$ cat src/rtl/xing_pkg.sv
package xing_pkg;

    localparam int LAMP_W  = 6;
    localparam int PHASE_W = 2;

    typedef enum logic [PHASE_W-1:0] {
        EW_GO    = 2'd0,
        EW_AMBER = 2'd1,
        NS_GO    = 2'd2,
        NS_AMBER = 2'd3
    } phase_e;

    function automatic logic is_amber(input phase_e p);
        return (p == EW_AMBER) || (p == NS_AMBER);
    endfunction

endpackage

$ cat src/rtl/xing_dwell.sv
module xing_dwell #(
    parameter int DWELL_TICKS = 4,
    localparam int CNT_W = $clog2(DWELL_TICKS + 1)
) (
    input  logic             clk,
    input  logic             rst,
    input  logic             load,
    input  logic             run,
    input  logic             tick,
    output logic             expire,
    output logic [CNT_W-1:0] remain
);

    localparam logic [CNT_W-1:0] LOAD_VAL = CNT_W'(DWELL_TICKS);
    localparam logic [CNT_W-1:0] LAST_VAL = CNT_W'(1);

    logic [CNT_W-1:0] cnt_q;

    always_ff @(posedge clk) begin
        if (rst) begin
            cnt_q <= '0;
        end else if (load) begin
            cnt_q <= LOAD_VAL;
        end else if (run && tick && (cnt_q != '0)) begin
            cnt_q <= cnt_q - LAST_VAL;
        end
    end

    assign expire = run && tick && (cnt_q == LAST_VAL);
    assign remain = cnt_q;

    AST_DWELL_RESET: assert property (@(posedge clk) rst |=> (remain == '0));
    AST_DWELL_LOAD: assert property (@(posedge clk) disable iff (rst)
        load |=> (remain == LOAD_VAL));
    AST_DWELL_NOTICK: assert property (@(posedge clk) disable iff (rst)
        (!tick && !load) |=> $stable(remain));
    AST_DWELL_IDLE: assert property (@(posedge clk) disable iff (rst)
        (!run && !load) |=> $stable(remain));

endmodule

$ cat src/rtl/xing_seq.sv
module xing_seq
    import xing_pkg::*;
(
    input  logic   clk,
    input  logic   rst,
    input  logic   req_ew,
    input  logic   req_ns,
    input  logic   expire,
    output logic   load,
    output phase_e state
);

    phase_e state_q;
    phase_e state_d;

    always_ff @(posedge clk) begin
        if (rst) begin
            state_q <= EW_GO;
        end else begin
            state_q <= state_d;
        end
    end

    always_comb begin
        state_d = state_q;
        load    = 1'b0;
        unique case (state_q)
            EW_GO: begin
                if (req_ew) begin
                    state_d = EW_AMBER;
                    load    = 1'b1;
                end
            end
            EW_AMBER: begin
                if (expire) begin
                    state_d = NS_GO;
                end
            end
            NS_GO: begin
                if (req_ns) begin
                    state_d = NS_AMBER;
                    load    = 1'b1;
                end
            end
            NS_AMBER: begin
                if (expire) begin
                    state_d = EW_GO;
                end
            end
            default: begin
                state_d = EW_GO;
            end
        endcase
    end

    assign state = state_q;

    AST_SEQ_RESET: assert property (@(posedge clk) rst |=> (state == EW_GO));
    AST_SEQ_RING: assert property (@(posedge clk) disable iff (rst)
        1'b1 |=> ((state == $past(state)) || (state == phase_e'($past(state) + 2'd1))));
    AST_EW_HOLD: assert property (@(posedge clk) disable iff (rst)
        (state == EW_GO && !req_ew) |=> (state == EW_GO));
    AST_EW_LEAVE: assert property (@(posedge clk) disable iff (rst)
        (state == EW_GO && req_ew) |=> (state == EW_AMBER));
    AST_NS_HOLD: assert property (@(posedge clk) disable iff (rst)
        (state == NS_GO && !req_ns) |=> (state == NS_GO));
    AST_NS_LEAVE: assert property (@(posedge clk) disable iff (rst)
        (state == NS_GO && req_ns) |=> (state == NS_AMBER));
    AST_AMBER_NOTICK: assert property (@(posedge clk) disable iff (rst)
        (is_amber(state) && !expire) |=> $stable(state));

endmodule

$ cat src/rtl/xing_lamps.sv
module xing_lamps
    import xing_pkg::*;
(
    input  phase_e            state,
    output logic [LAMP_W-1:0] lamps
);

    always_comb begin
        lamps = '0;
        unique case (state)
            EW_GO:    lamps = 6'b100001;
            EW_AMBER: lamps = 6'b010001;
            NS_GO:    lamps = 6'b001100;
            NS_AMBER: lamps = 6'b001110;
            default:  lamps = 6'b100001;
        endcase
    end

endmodule

$ cat src/rtl/xing_light_ctrl.sv
module xing_light_ctrl
    import xing_pkg::*;
#(
    parameter int DWELL_TICKS = 4
) (
    input  logic               clk,
    input  logic               rst,
    input  logic               req_ew,
    input  logic               req_ns,
    input  logic               tick,
    output logic [5:0]         lamps,
    output logic [PHASE_W-1:0] phase
);

    localparam int CNT_W = $clog2(DWELL_TICKS + 1);

    phase_e           state;
    logic             load;
    logic             expire;
    logic [CNT_W-1:0] remain;

    xing_seq u_seq (
        .clk    (clk),
        .rst    (rst),
        .req_ew (req_ew),
        .req_ns (req_ns),
        .expire (expire),
        .load   (load),
        .state  (state)
    );

    xing_dwell #(
        .DWELL_TICKS (DWELL_TICKS)
    ) u_dwell (
        .clk    (clk),
        .rst    (rst),
        .load   (load),
        .run    (is_amber(state)),
        .tick   (tick),
        .expire (expire),
        .remain (remain)
    );

    xing_lamps u_lamps (
        .state (state),
        .lamps (lamps)
    );

    assign phase = PHASE_W'(state);

    AST_LAMPS_FOLLOW: assert property (@(posedge clk) disable iff (rst)
        $stable(phase) |-> $stable(lamps));
    AST_AMBER_ARMED: assert property (@(posedge clk) disable iff (rst)
        (is_amber(state) && remain == '0) |=> (phase == $past(phase)));
    AST_REQ_IGNORED: assert property (@(posedge clk) disable iff (rst)
        (state == NS_AMBER && req_ew && !expire) |=> (state == NS_AMBER));

endmodule

$ cat config.mk
export PLATFORM = sky130hd
export DESIGN_NAME = xing_light_ctrl
export DESIGN_NICKNAME = d
export VERILOG_FILES = /design/src/rtl/xing_pkg.sv /design/src/rtl/xing_dwell.sv /design/src/rtl/xing_seq.sv /design/src/rtl/xing_lamps.sv /design/src/rtl/xing_light_ctrl.sv
export SDC_FILE = /design/constraint.sdc
export NUM_CORES = 1
export LEC_CHECK = 0
export BUFFER_PORTS_ARGS = -buffer_cell sky130_fd_sc_hd__buf_2
export CAP_MARGIN = 20
export CORE_AREA = 2 2 39 41
export DETAILED_ROUTE_END_ITERATION = 10
export DIE_AREA = 0 0 41 43
export GPL_ROUTABILITY_DRIVEN = 0
export PLACE_DENSITY = 0.66
export SYNTH_ARGS = -nofsm -noshare
export SYNTH_HDL_FRONTEND = slang
export SYNTH_SLANG_ARGS = --single-unit
$ cat constraint.sdc
create_clock -name clk -period 1.5 [get_ports clk]
set_input_delay 0.075 -clock clk [delete_from_list [all_inputs] [get_ports clk]]
set_output_delay 0.075 -clock clk [all_outputs]
set_load 0.02 [all_outputs]
-- Yosys cells after proc, flatten, opt, wreduce, memory -nomap -nowiden
Cells that the tools add are included.
- bits of input ports: 5
- ROM bits: 0
- register bits after elaboration: 5
- memories kept: 0
- RAM bits: 0
- latch bits: 0
- divide/modulo/power cells: 0
- $add $sub $neg: 1
- bitwise logic cells: 0
- reduce and logical (&&, ||, !) cells: 9
- eq/ne operators: 8
- magnitude comparators: 0
- multiplexer cells: 11
- shift-type cells: 0
- $mul: 0
- operator list (kind ; count):
    $pmux 6 s4 ; 1
    $mux 2 ; 4
    $ne 2x2->1 const B ; 4
    $pmux 2 s4 ; 1
    $mux 3 ; 2
    $eq 2x2->1 const B ; 2
    $reduce_and 4->1 ; 1
    $eq 3x1->1 const B ; 1
    $logic_and 1x1->1 ; 3
    $reduce_bool 3->1 ; 1
    $sub 3x1->3 const B ; 1
    $eq 2x1->1 const B ; 1
    $logic_not 2->1 ; 1
    $mux 1 ; 2
    $pmux 1 s2 ; 1
    $reduce_bool 2->1 ; 1
    $reduce_or 2->1 ; 1
    $logic_or 1x1->1 ; 1

-- Longest topological paths before layout
- depth in word-level cells: 6
- depth in mapped cells: 6
- gate-level depth less buffers: 5

-- Hierarchy
A second synthesis with hierarchy kept.
- cells, all modules: 47
- area, all modules: 399.1 sq um
- by module, submodules not included (module ; area each (sq um) ; cells an instance ; times used ; seq. area each (sq um)):
    xing_dwell ; 195.2 ; 22 ; 1 ; 60.1
    xing_seq ; 168.9 ; 18 ; 1 ; 40.0
    xing_lamps ; 31.3 ; 6 ; 1 ; 0.0
    xing_light_ctrl ; 3.8 ; 1 ; 1 ; 0.0

-- Least setup slack after synthesis
Ideal clock, no wire load.
- kind: reg-to-reg
- start: reg u_seq.state_q[1] (netlist: u_seq.state[1])
- end: reg u_seq.state_q[0] (netlist: u_seq.state[0])
- setup slack: -247 ps
- cell stages (with the launch flop): 7
- data required time: 1414 ps
- arrival: 1661 ps
- cell sequence: dfxtp_1 -> inv_1 -> ha_1 -> or2_1 -> buf_2 -> a221o_1 -> a211oi_1
- word-level cells in the longest chain between the ends: 6
- RTL lines (what ; line ; RTL):
    from (decl) ; xing_seq.sv:13 ; phase_e state_q;
    from (signal assigned) ; xing_seq.sv:20 ; state_q <= state_d;
    $eq 2x1->1 or $eq 2x2->1 (tied branches) ; xing_pkg.sv:14, xing_seq.sv:27 ;
    $logic_or 1x1->1 ; xing_pkg.sv:14 ; return (p == EW_AMBER) || (p == NS_AMBER);
    $logic_and 1x1->1 (2 in series) ; xing_dwell.sv:29 ; assign expire = run && tick && (cnt_q == LAST_VAL);
    $ne 2x2->1 (no source line) ; -- ;
    $reduce_and 4->1 (no source line) ; -- ;
Several ways; a longest one is shown, not always the timed one.
A chain may end at the register's enable or synchronous reset.

-- Worst setup path after layout
- start: reg u_seq.state_q[0] (netlist: u_seq.state[0])
- end: out lamps[0]
- word-level cells in the longest chain between the ends: 2
- RTL lines (what ; line ; RTL):
    $eq 2x2->1 (tied with other cells) ; xing_lamps.sv:10 ; unique case (state)
    $pmux 6 s4 (*) ; xing_lamps.sv:10 ;
    to (decl) ; xing_light_ctrl.sv:11 ; output logic [5:0] lamps,
Mark *: on every way between the ends. The rest lies on a longest branch, timed or not.

==> flow_summary.ini <==
[sta]
min_period_ns = 1.44
worstMarginPinSlew_ns = 0.392
grt_setup_unrepaired = yes
fmaxAchievable_mhz = 694
final-hold-violation-count = 0
tns_ns = 0
skew_ns = 0.00131
period_share = 0.960
drv_slew = 0
slew_headroom = 0.738
worst_slack_ns = 0.0594
finalSetupViolCount = 0

[grt]
grt_first_pass_wirelength_mm = 1.37
gr-total-overflow = 0
grt_max_degree = 7
grt_pass1_vias = 325
grt_util_all_layers = 0.118
antenna_found_initial = 0

[clock_network]
htree_levels = 1
cts_max_path_buffers = 2
clkSinkCount = 5
clk_pin_slew_worst_paths_ns = 0.05
clk_latency_ns = 0.25
cts_buffers = 3
ctsHoldBuffers = 0
cts_root_buf = clkbuf_4
cts_tree = built
cts_setup_buffers = 0

[flow_run]
drv_cap = 0

[critical_path]
critPathMaxFanout = 5
end_kind = output port
crit_type = reg2out
crit_arrival_ns = 1.37
cp-start-kind = flop
required_ns = 1.42

[floorplanning]
die-area_mm2 = 0.00176
die_h_um = 43
die_x_um = 41
ios = 13
rows = 14
start_util = 0.300
core-area_mm2 = 0.00138

[final_layout]
multi_input_area_um2 = 317
diodes = 0
syn2layout_area_growth_pct = 35.5
mostFrequentLayoutCells = 12 x buf_2, 6 x ha_1, 4 x inv_1, 4 x nand2b_1
final_common_cell = buf_2
fin_area_um2 = 563
layout-drive-gt1-share = 0.419
fillerInstances = 137
fin_nets = 77
seqCellArea_um2 = 108

[placement]
dp_hpwl_um = 707
port_buffers = 12
pre_cts_ws_ns = 0.0231
dpl_cell_area_um2 = 528

[logic_synthesis]
syn_area_per_cell_um2 = 8.84
syn-cell-area_um2 = 415
syn_inst = 47
syn-num-nets = 61
ys_types = 24
synth_warnings = 0
ys_ff_latch = 5
ys_seq_area_frac = 0.241

[route]
drtAntennaViolNets = 0
vias = 370
first_pass_iters = 4
routedWlPerCell_um = 10.9
drt_iter0_drc = 3
viasPerCell = 4.74
remaining_drc_errors = 0
wl_um = 851

[pwr]
p_per_area_mw_per_mm2 = 1930
switching_share = 0.478
clockPowerShare = 0.154
vdd_drop_max_v = 0.000693
p_seq_frac = 0.237
p_leak_uw = 0.000246
p_comb_frac = 0.609
power_switching_uw = 518
finalPower_uw = 1080
p_int_uw = 566

[status]
outcome = complete, no violations

[worst_hold_path]
hp-class = in2reg
state kept, by name, summed over array words and instances, names as in the netlist:
name / cells
u_seq.state: 2
u_dwell.remain: 3
synth_stat cells, drive strengths merged:
library cell	count	area share
nand4	1	0.015
buf	2	0.030
nor2	2	0.018
inv	6	0.054
a21oi	1	0.012
and4	1	0.021
nand2b	4	0.060
a2111oi	1	0.021
or4	1	0.018
a211oi	1	0.018
or2	2	0.030
a22oi	1	0.018
a221o	1	0.024
o21ai	2	0.024
dfxtp	5	0.24
mux2i	1	0.024
and2b	1	0.018
a31o	1	0.021
nand3b	1	0.018
ha	9	0.27
nor3	1	0.012
a31oi	2	0.030
through the flow:
step                       util  hold WS [ns]  cells
final                     0.407        0.0231     78
after global placement    0.382         0.290     74
after detailed placement  0.382         0.295     74
after global routing      0.407        0.0456     78
after floorplan               -         0.138     47
after CTS                 0.402        0.0283     78
worst paths after layout:
kind / slack [ns] / to / cells past startpoint / startpoint
worst min register to register: 0.51 / u_dwell.remain[2]$_SDFFE_PP0P_ / 2 / u_dwell.remain[2]$_SDFFE_PP0P_
worst max register to register: 0.06 / u_seq.state[0]$_SDFFE_PP0P_ / 5 / u_seq.state[1]$_SDFFE_PP0P_
worst min-delay path: 0.02 / u_seq.state[0]$_SDFFE_PP0P_ / 2 / rst
worst max-delay path: 0.06 / lamps[0] / 4 / u_seq.state[0]$_SDFFE_PP0P_
kinds of logic (layout without fill, tap and decap cells):
logic type / after synthesis / after routing / synth area share
AND/OR/NAND/NOR: 14 / 14 / 0.211
AO/OA/AOI/OAI: 10 / 10 / 0.169
adder cells (fa/ha/maj): 9 / 9 / 0.271
buffers and inverters: 8 / 23 / 0.0843
flip-flops: 5 / 5 / 0.241
multiplexers: 1 / 1 / 0.0241
power by group through the flow:
stage | logic [uW] | registers, uW | clock network (uW)
floorplan | 459 | 281 | 0
global placement | 626 | 257 | 0
detailed placement | 640 | 260 | 0
CTS | 648 | 258 | 169
global route | 731 | 268 | 175
finish | 660 | 257 | 167
final cells by class:
type | instances | area share
Tap cell | 16 | 0.0356
Sequential cell | 5 | 0.191
Inverter | 6 | 0.0444
Timing Repair Buffer | 13 | 0.120
Clock buffer | 4 | 0.0467
Multi-Input combinational cell | 34 | 0.562
repair_timing:
item,CTS,global route
pin swaps,0,1
setup endpoints to repair,1,2
resized for setup,1,3
critical path: stages (launching register included):
cell     delay, ns
dfxtp_4       0.39
inv_2         0.07
ha_2          0.21
or2_2         0.28
buf_2         0.16
layer usage:
metal,vias up,share of wire,global-route usage
li1,194,-,-
met1,161,0.47,0.151
met2,12,0.42,0.156
met3,3,0.079,0.0314
met4,0,0.032,0.100
met5,-,0,0
Note: power is estimated with default switching activity, not from simulation.
